<file path="config.mk">
export PLATFORM = sky130hd
export DESIGN_NAME = xbus_async_seq
export DESIGN_NICKNAME = d
export VERILOG_FILES = /design/src/rtl/xbus_pkg.sv /design/src/rtl/xbus_timing_sel.sv /design/src/rtl/xbus_phase_ctl.sv /design/src/rtl/xbus_pin_drv.sv /design/src/rtl/xbus_async_seq.sv
export SDC_FILE = /design/constraint.sdc
export NUM_CORES = 1
export LEC_CHECK = 0
export ABC_CLOCK_PERIOD_IN_PS = 4700
export BUFFER_PORTS_ARGS = -buffer_cell sky130_fd_sc_hd__buf_4
export CAP_MARGIN = 20
export CORE_MARGIN = 2
export CORE_UTILIZATION = 35
export DETAILED_ROUTE_END_ITERATION = 8
export SETUP_SLACK_MARGIN = 0.4
export SLEW_MARGIN = 10
export SYNTH_ARGS = -nofsm -noshare
export SYNTH_HDL_FRONTEND = slang
export SYNTH_SLANG_ARGS = --single-unit
</file>
<file path="constraint.sdc">
create_clock -name clk -period 4.7 [get_ports clk]
set_input_delay 0.705 -clock clk [delete_from_list [all_inputs] [get_ports clk]]
set_output_delay 0.705 -clock clk [all_outputs]
set_load 0.01 [all_outputs]
</file>
<file path="src/rtl/xbus_pkg.sv">
package xbus_pkg;

  typedef enum logic [2:0] {
    PH_IDLE = 3'd0,
    PH_LANE = 3'd1,
    PH_ASET = 3'd2,
    PH_AHLD = 3'd3,
    PH_DSET = 3'd4,
    PH_DHLD = 3'd5,
    PH_TURN = 3'd6
  } phase_t;

  localparam int NUM_PH = 7;

  localparam logic [1:0] KIND_SRAM  = 2'd0;
  localparam logic [1:0] KIND_PSRAM = 2'd1;
  localparam logic [1:0] KIND_NOR   = 2'd2;

endpackage

</file>
<file path="src/rtl/xbus_timing_sel.sv">
module xbus_timing_sel #(
  parameter int TW = 4
) (
  input  logic          dir_wr,
  input  logic          mux_on,
  input  logic [TW-1:0] lane,
  input  logic [TW-1:0] rd_aset,
  input  logic [TW-1:0] rd_ahld,
  input  logic [TW-1:0] rd_dset,
  input  logic [TW-1:0] rd_dhld,
  input  logic [TW-1:0] rd_turn,
  input  logic [TW-1:0] wr_aset,
  input  logic [TW-1:0] wr_ahld,
  input  logic [TW-1:0] wr_dset,
  input  logic [TW-1:0] wr_dhld,
  input  logic [TW-1:0] wr_turn,
  output logic [TW-1:0] len_lane,
  output logic [TW-1:0] len_aset,
  output logic [TW-1:0] len_ahld,
  output logic [TW-1:0] len_dset,
  output logic [TW-1:0] len_dhld,
  output logic [TW-1:0] len_turn
);

  logic [TW-1:0] raw_dset;

  always_comb begin
    len_lane = lane;
    len_aset = dir_wr ? wr_aset : rd_aset;
    len_ahld = mux_on ? (dir_wr ? wr_ahld : rd_ahld) : '0;
    raw_dset = dir_wr ? wr_dset : rd_dset;
    len_dset = (raw_dset == '0) ? TW'(1) : raw_dset;
    len_dhld = dir_wr ? wr_dhld : rd_dhld;
    len_turn = dir_wr ? wr_turn : rd_turn;
  end

endmodule

</file>
<file path="src/rtl/xbus_phase_ctl.sv">
module xbus_phase_ctl import xbus_pkg::*; #(
  parameter int TW = 4
) (
  input  logic          clk,
  input  logic          rst,
  input  logic          start,
  input  logic          wait_act,
  input  logic [TW-1:0] len_lane,
  input  logic [TW-1:0] len_aset,
  input  logic [TW-1:0] len_ahld,
  input  logic [TW-1:0] len_dset,
  input  logic [TW-1:0] len_dhld,
  input  logic [TW-1:0] len_turn,
  output phase_t        phase_q,
  output logic          ack_q,
  output logic          cap
);

  logic [TW-1:0] len_arr [NUM_PH];
  logic [TW-1:0] cnt_q;
  phase_t        nxt;
  logic          found;
  logic          hold;
  logic          advance;
  logic          ending;

  always_comb begin
    len_arr[0] = '0;
    len_arr[1] = len_lane;
    len_arr[2] = len_aset;
    len_arr[3] = len_ahld;
    len_arr[4] = len_dset;
    len_arr[5] = len_dhld;
    len_arr[6] = len_turn;
  end

  // first later phase with a non-zero length; none left means idle
  always_comb begin
    nxt   = PH_IDLE;
    found = 1'b0;
    for (int p = 1; p < NUM_PH; p++) begin
      if (!found && (p > int'(phase_q)) && (len_arr[p] != '0)) begin
        nxt   = phase_t'(3'(p));
        found = 1'b1;
      end
    end
  end

  assign hold    = (phase_q == PH_DSET) && wait_act;
  assign advance = (phase_q == PH_IDLE) ? start : ((cnt_q == '0) && !hold);
  assign ending  = advance && ((phase_q == PH_DSET) || (phase_q == PH_DHLD)) &&
                   ((nxt == PH_TURN) || (nxt == PH_IDLE));
  assign cap     = advance && (phase_q == PH_DSET);

  always_ff @(posedge clk) begin
    if (rst) begin
      phase_q <= PH_IDLE;
      cnt_q   <= '0;
      ack_q   <= 1'b0;
    end else begin
      ack_q <= ending;
      if (advance) begin
        phase_q <= nxt;
        cnt_q   <= (nxt == PH_IDLE) ? '0 : (len_arr[nxt] - TW'(1));
      end else if ((phase_q != PH_IDLE) && !hold) begin
        cnt_q <= cnt_q - TW'(1);
      end
    end
  end

  p_ack_single_r9: assert property (@(posedge clk) disable iff (rst)
    ack_q |=> !ack_q);

  p_wait_freeze_r8: assert property (@(posedge clk) disable iff (rst)
    (phase_q == PH_DSET && wait_act) |=> (phase_q == PH_DSET && $stable(cnt_q)));

  p_turn_exit_r5: assert property (@(posedge clk) disable iff (rst)
    (phase_q == PH_TURN && cnt_q == '0) |=> (phase_q == PH_IDLE));

  p_ack_after_data_r9: assert property (@(posedge clk) disable iff (rst)
    $rose(ack_q) |-> ($past(phase_q) == PH_DSET || $past(phase_q) == PH_DHLD));

endmodule

</file>
<file path="src/rtl/xbus_pin_drv.sv">
module xbus_pin_drv import xbus_pkg::*; #(
  parameter int AW = 16,
  parameter int DW = 16,
  localparam int BW = DW / 8
) (
  input  logic          clk,
  input  logic          rst,
  input  logic          accept,
  input  logic          req_write,
  input  logic [AW-1:0] req_addr,
  input  logic [DW-1:0] req_wdata,
  input  logic [BW-1:0] req_be,
  input  phase_t        phase,
  input  logic          mux_on,
  input  logic          bus8,
  input  logic          cap,
  input  logic [DW-1:0] dq_in,
  output logic          cs_n,
  output logic          oe_n,
  output logic          we_n,
  output logic          adv_n,
  output logic [BW-1:0] bl_n,
  output logic [AW-1:0] addr,
  output logic [DW-1:0] dq_out,
  output logic          dq_oe,
  output logic [DW-1:0] rd_data,
  output logic          dir_q
);

  logic [AW-1:0] addr_q;
  logic [DW-1:0] wdata_q;
  logic [BW-1:0] be_q;
  logic [DW-1:0] rd_q;
  logic [DW-1:0] width_mask;
  logic [DW-1:0] addr_lo;
  logic          in_lane, in_cs, in_addr, in_data;
  logic [BW-1:0] lane_en;

  assign width_mask = bus8 ? DW'(8'hFF) : '1;
  assign addr_lo    = DW'(addr_q);

  always_ff @(posedge clk) begin
    if (rst) begin
      dir_q   <= 1'b0;
      addr_q  <= '0;
      wdata_q <= '0;
      be_q    <= '0;
      rd_q    <= '0;
    end else begin
      if (accept) begin
        dir_q   <= req_write;
        addr_q  <= req_addr;
        wdata_q <= req_wdata;
        be_q    <= req_be;
      end
      if (cap && !dir_q) begin
        rd_q <= dq_in & width_mask;
      end
    end
  end

  always_comb begin
    in_cs   = (phase == PH_ASET) || (phase == PH_AHLD) ||
              (phase == PH_DSET) || (phase == PH_DHLD);
    in_lane = in_cs || (phase == PH_LANE);
    in_addr = (phase == PH_ASET) || (phase == PH_AHLD);
    in_data = (phase == PH_DSET) || (phase == PH_DHLD);
  end

  genvar g;
  generate
    for (g = 0; g < BW; g++) begin : g_lane
      if (g == 0) begin : g_first
        assign lane_en[g] = bus8 || be_q[g];
      end else begin : g_upper
        assign lane_en[g] = !bus8 && be_q[g];
      end
      assign bl_n[g] = !(in_lane && lane_en[g]);
    end
  endgenerate

  always_comb begin
    cs_n  = !in_cs;
    oe_n  = !((phase == PH_DSET) && !dir_q);
    we_n  = !((phase == PH_DSET) && dir_q);
    adv_n = !((phase == PH_ASET) && mux_on);
    dq_oe = (in_addr && mux_on) || (in_data && dir_q);
    if (in_addr && mux_on) begin
      dq_out = addr_lo & width_mask;
    end else if (in_data && dir_q) begin
      dq_out = wdata_q & width_mask;
    end else begin
      dq_out = '0;
    end
  end

  assign addr    = addr_q;
  assign rd_data = rd_q;

  p_strobe_excl_r11: assert property (@(posedge clk) disable iff (rst)
    !(!oe_n && !we_n));

  p_cs_covers_r11: assert property (@(posedge clk) disable iff (rst)
    (!oe_n || !we_n) |-> !cs_n);

  p_adv_drives_r3: assert property (@(posedge clk) disable iff (rst)
    !adv_n |-> (dq_oe && !cs_n));

  p_read_no_drive_r2: assert property (@(posedge clk) disable iff (rst)
    !oe_n |-> !dq_oe);

endmodule

</file>
<file path="src/rtl/xbus_async_seq.sv">
module xbus_async_seq import xbus_pkg::*; #(
  parameter int AW = 16,
  parameter int DW = 16,
  parameter int TW = 4,
  localparam int BW = DW / 8
) (
  input  logic          clk,
  input  logic          rst,
  input  logic [1:0]    cfg_kind,
  input  logic          cfg_mux,
  input  logic          cfg_bus8,
  input  logic          cfg_wait_en,
  input  logic          cfg_wait_hi,
  input  logic [TW-1:0] cfg_lane,
  input  logic [TW-1:0] cfg_rd_aset,
  input  logic [TW-1:0] cfg_rd_ahld,
  input  logic [TW-1:0] cfg_rd_dset,
  input  logic [TW-1:0] cfg_rd_dhld,
  input  logic [TW-1:0] cfg_rd_turn,
  input  logic [TW-1:0] cfg_wr_aset,
  input  logic [TW-1:0] cfg_wr_ahld,
  input  logic [TW-1:0] cfg_wr_dset,
  input  logic [TW-1:0] cfg_wr_dhld,
  input  logic [TW-1:0] cfg_wr_turn,
  input  logic          req_valid,
  input  logic          req_write,
  input  logic [AW-1:0] req_addr,
  input  logic [DW-1:0] req_wdata,
  input  logic [BW-1:0] req_be,
  output logic          ack,
  output logic [DW-1:0] rd_data,
  output logic          xb_cs_n,
  output logic          xb_oe_n,
  output logic          xb_we_n,
  output logic          xb_adv_n,
  output logic [BW-1:0] xb_bl_n,
  output logic [AW-1:0] xb_addr,
  output logic [DW-1:0] xb_dq_out,
  output logic          xb_dq_oe,
  input  logic [DW-1:0] xb_dq_in,
  input  logic          xb_wait
);

  phase_t        phase;
  logic          dir_q, dir_eff, mux_on, wait_act, accept, cap;
  logic [TW-1:0] l_lane, l_aset, l_ahld, l_dset, l_dhld, l_turn;

  assign mux_on   = cfg_mux && ((cfg_kind == KIND_PSRAM) || (cfg_kind == KIND_NOR));
  assign wait_act = cfg_wait_en && (cfg_wait_hi ? xb_wait : !xb_wait);
  assign accept   = (phase == PH_IDLE) && req_valid;
  assign dir_eff  = (phase == PH_IDLE) ? req_write : dir_q;

  xbus_timing_sel #(.TW(TW)) u_tsel (
    .dir_wr  (dir_eff),
    .mux_on  (mux_on),
    .lane    (cfg_lane),
    .rd_aset (cfg_rd_aset),
    .rd_ahld (cfg_rd_ahld),
    .rd_dset (cfg_rd_dset),
    .rd_dhld (cfg_rd_dhld),
    .rd_turn (cfg_rd_turn),
    .wr_aset (cfg_wr_aset),
    .wr_ahld (cfg_wr_ahld),
    .wr_dset (cfg_wr_dset),
    .wr_dhld (cfg_wr_dhld),
    .wr_turn (cfg_wr_turn),
    .len_lane(l_lane),
    .len_aset(l_aset),
    .len_ahld(l_ahld),
    .len_dset(l_dset),
    .len_dhld(l_dhld),
    .len_turn(l_turn)
  );

  xbus_phase_ctl #(.TW(TW)) u_ctl (
    .clk     (clk),
    .rst     (rst),
    .start   (accept),
    .wait_act(wait_act),
    .len_lane(l_lane),
    .len_aset(l_aset),
    .len_ahld(l_ahld),
    .len_dset(l_dset),
    .len_dhld(l_dhld),
    .len_turn(l_turn),
    .phase_q (phase),
    .ack_q   (ack),
    .cap     (cap)
  );

  xbus_pin_drv #(.AW(AW), .DW(DW)) u_pins (
    .clk      (clk),
    .rst      (rst),
    .accept   (accept),
    .req_write(req_write),
    .req_addr (req_addr),
    .req_wdata(req_wdata),
    .req_be   (req_be),
    .phase    (phase),
    .mux_on   (mux_on),
    .bus8     (cfg_bus8),
    .cap      (cap),
    .dq_in    (xb_dq_in),
    .cs_n     (xb_cs_n),
    .oe_n     (xb_oe_n),
    .we_n     (xb_we_n),
    .adv_n    (xb_adv_n),
    .bl_n     (xb_bl_n),
    .addr     (xb_addr),
    .dq_out   (xb_dq_out),
    .dq_oe    (xb_dq_oe),
    .rd_data  (rd_data),
    .dir_q    (dir_q)
  );

  p_no_mux_sram_r3: assert property (@(posedge clk) disable iff (rst)
    (cfg_kind == KIND_SRAM) |-> xb_adv_n);

endmodule

</file>
==> results.json <==
{
  "post_cts.resized_instances": 0,
  "final.fill_count": 900,
  "dpl-instance-area_sq_um": 4530,
  "via_count_of_the_first_global_routing_pass": 3512,
  "ys_top_cells_by_count": "nand2_1 (106), dfxtp_1 (59), a21oi_1 (53), nor2_1 (34), clkbuf_1 (23)",
  "power.switching_mw": 1.10,
  "maxClockFrequency_mhz": 257,
  "die-area_sq_um": 10200,
  "synth_compound_area_share_pct": 25.5,
  "timing.critical_path.to_type": "register",
  "ys_dominant_reg_cell": "dfxtp_1",
  "final_min_period_over_clock_period_pct": 82.8,
  "hpwl_mm": 7.81,
  "r2r_slack_ns": 0.81,
  "clk_root_buffer_cell": "clkbuf_8",
  "final-setup-viol-count": 0,
  "area_growth_syn_to_layout_pct": 43.5,
  "p_comb_share_pct": 53.5,
  "ioPinCount": 161,
  "power_total_mw": 2.50,
  "p_leak_nw": 2.11,
  "internal_power_mw": 1.40,
  "post_synth_fa_ha_maj_area_fraction_pct": 0.761,
  "rows": 35,
  "hold-path-cell-count": 2,
  "grt_first_pass_wirelength_mm": 17.1,
  "port-buffer-count": 160,
  "initialDrtViolationCount": 163,
  "first_pass_iters": 4,
  "yosysSeqAreaShare_pct": 35.9,
  "p_sw_share_pct": 43.9,
  "power.share.sequential_pct": 28.2,
  "ys_types": 56,
  "cts-buffers-inserted": 9,
  "critical-path-max-stage-delay_ns": 0.67,
  "crit-reg2reg-capture": "u_ctl.cnt_q[2]",
  "htree_num_levels": 3,
  "grt_start_max_net_pins": 60,
  "hold_path_end": "u_pins.be_q[0]",
  "max-clock-path-buffers": 2,
  "reg2regPathDepth": 12,
  "cp.arrival_ns": 4.15,
  "synthesis.area_sq_um": 3290,
  "final_nets": 686,
  "globalRoute.totalOverflow": 0,
  "clock_tree_from_tritoncts": "yes",
  "power.clock.fraction_pct": 18.3,
  "gp_congestion": 0.891,
  "synthesis.nets": 542,
  "timing.hold.ws_ns": 0.451,
  "avgSynthCellArea_sq_um": 7.56,
  "flops_latches_synth": 59,
  "worst-setup-path-type": "reg2reg",
  "clock_pin_slew_on_the_worst_setup_and_hold_paths_ns": 0.06,
  "final.min_clock_period_ns": 3.89,
  "cp_slowest_cell": "dfxtp_1",
  "routed-via-count": 3660,
  "ff_latch_area_sq_um": 1180,
  "fraction_of_final_layout_cells_with_drive_strength_greater_than_1_pct": 32.6,
  "post_synth_mux_area_share_pct": 5.18,
  "final.setup.tns_ns": 0,
  "outcome": "completed",
  "multi_input_area_sq_um": 1950,
  "wl_per_cell_microns": 15.5,
  "global_route.usage.total_pct": 20.9,
  "synth_top_family_by_area": "simple AND/OR/NAND/NOR gates",
  "drc": 0,
  "cts_sinks": 59,
  "drt.antenna.violating_nets": 0,
  "synth_edf_count": 0,
  "final_design_instance_area_without_fill_sq_um": 4720,
  "worst_hold_path_type": "reg2reg",
  "peakVddDrop_uv": 281,
  "synth_xor_area_share_pct": 0.799,
  "cp-start-kind": "register",
  "final-max-slew-violation-count": 0,
  "most_used_standard_cell_by_instance_count_after_synthesis": "nand2_1",
  "tightest_slew_ns": 1.01,
  "synthSimpleGateAreaFrac_pct": 26.9,
  "synth_cells": 435,
  "finalHoldViolations": 0,
  "yosysWarnings": 0,
  "cts.hold.buffers_added": 0,
  "antenna_cells": 0,
  "crit_chain": "inv_1 -> a2111oi_0 -> a21o_1 -> a21o_1 -> mux2i_1 -> o221ai_1 -> nor2_1 -> ha_1 -> inv_1 -> or3_1 -> or3_1 -> o211ai_1",
  "synth_top_area_cell": "dfxtp_1",
  "synth.top_cells.by_area": "dfxtp_1 (36%), nand2_1 (12%), a21oi_1 (8.1%)",
  "utilization_pct": 51.3,
  "rsz0062_at_grt": "false",
  "vias_per_cell": 5.28,
  "synth_top_cell_area_share_pct": 35.9,
  "worst_skew_pair.late_latency_ns": 0.34,
  "die_x_microns": 101,
  "slew_headroom_pct": 32.4,
  "worst_min_path_start": "u_pins.be_q[0]",
  "die_height_microns": 101,
  "routed_wirelength_mm": 10.8,
  "initial_antenna_violation_count": 0,
  "ys_async_sr_fraction_pct": 0,
  "cellPowerDensity_nw_per_um2": 530,
  "start_util_pct": 35.8,
  "fin_skew_ns": 0.0151,
  "max_cap_violations": 0,
  "required_ns": 4.96,
  "placeableCoreArea_sq_um": 9200,
  "worstPathMaxFanout": 18,
  "post-cts-setup-buffer-count": 0,
  "rr_startpoint": "u_ctl.phase_q[2]"
}
==> power groups by stage <==
| stage | combinational (mW) | sequential (mW) | clock (mW) |
|---|---|---|---|
| floorplan | 1.00 | 0.676 | 0 |
| global placement | 1.33 | 0.708 | 0 |
| detailed placement | 1.34 | 0.711 | 0 |
| CTS | 1.34 | 0.702 | 0.467 |
| global route | 1.49 | 0.719 | 0.490 |
| finish | 1.34 | 0.705 | 0.459 |
==> cells in the final DEF, fill, tap and decap left out, types with 4 or more instances in the layout <==
cell type	synthesis	layout
a22oi_1	9	9
mux2i_1	17	17
nand3_1	12	12
a31oi_1	6	6
nor2_1	34	34
a22o_1	8	8
nor3_1	7	6
a21o_1	6	6
dfxtp_1	59	59
or3_1	4	4
clkbuf_8	0	10
nand2_1	106	106
buf_4	3	165
inv_1	6	6
a21oi_1	53	53
o21ai_0	8	8
nor4_1	7	7
nor3b_1	8	8
o221ai_1	5	5
a211oi_1	4	4
==> per-layer routing <==
metal | global-route usage [%] | up-vias | part of all wire [%]
li1 | - | 1831 | -
met1 | 27.2 | 1659 | 45
met2 | 31.8 | 149 | 43
met3 | 6.17 | 21 | 9.4
met4 | 9.25 | 0 | 2.0
met5 | 0 | - | 0
==> per-stage QoR <==
step / setup WS (ns) / instances
after CTS: 0.862 / 693
after global routing: 0.532 / 693
final: 0.807 / 693
after global placement: 0.892 / 679
after detailed placement: 0.743 / 679
after floorplan: 1.22 / 435
==> sequential cells by signal (all words and copies together) (netlist names) <==
register,flops
u_pins.be_q,2
u_pins.rd_data,16
u_ctl.cnt_q,4
u_ctl.ack_q,1
u_ctl.phase_q,3
u_pins.wdata_q,16
u_pins.addr,16
u_pins.dir_q,1
==> worst max-delay path by stage <==
stage	startpoint	to	depth (start not counted)
final	u_ctl.phase_q[2]	u_ctl.cnt_q[2]	12
after global routing	u_ctl.phase_q[2]	u_ctl.cnt_q[2]	12
after CTS	u_ctl.phase_q[2]	u_ctl.cnt_q[2]	12
after detailed placement	req_write	u_ctl.cnt_q[2]	14
after global placement	req_write	u_ctl.cnt_q[2]	14
after floorplan	req_write	u_ctl.cnt_q[2]	15
==> area by class of cell <==
cell class / count / share of cell area, %
Tap cell: 111 / 2.94
Clock buffer: 10 / 2.92
Clock inverter: 4 / 1.11
Sequential cell: 59 / 25.0
Inverter: 6 / 0.477
Timing Repair Buffer: 165 / 26.3
Multi-Input combinational cell: 338 / 41.3
==> cell families (layout without fill, tap and decap cells) <==
kind of cell | Yosys count | after routing
XOR/XNOR | 3 | 3
flip-flops | 59 | 59
buffers and inverters | 38 | 185
AND/OR/NAND/NOR | 195 | 195
multiplexers | 17 | 17
AO/OA/AOI/OAI | 121 | 121
adder cells (fa/ha/maj) | 2 | 2
==> worst max-delay path: cells and delay by family (launching register included) <==
kind / cells / cell delay (ns)
buffers and inverters: 2 / 0.29
and+or+nand+nor: 3 / 0.82
adders and majority gates: 1 / 0.19
muxes: 1 / 0.28
AOI/OAI and AO/OA: 5 / 1.55
DFF: 1 / 0.67
No activity file was read; power rests on OpenSTA's default activity.
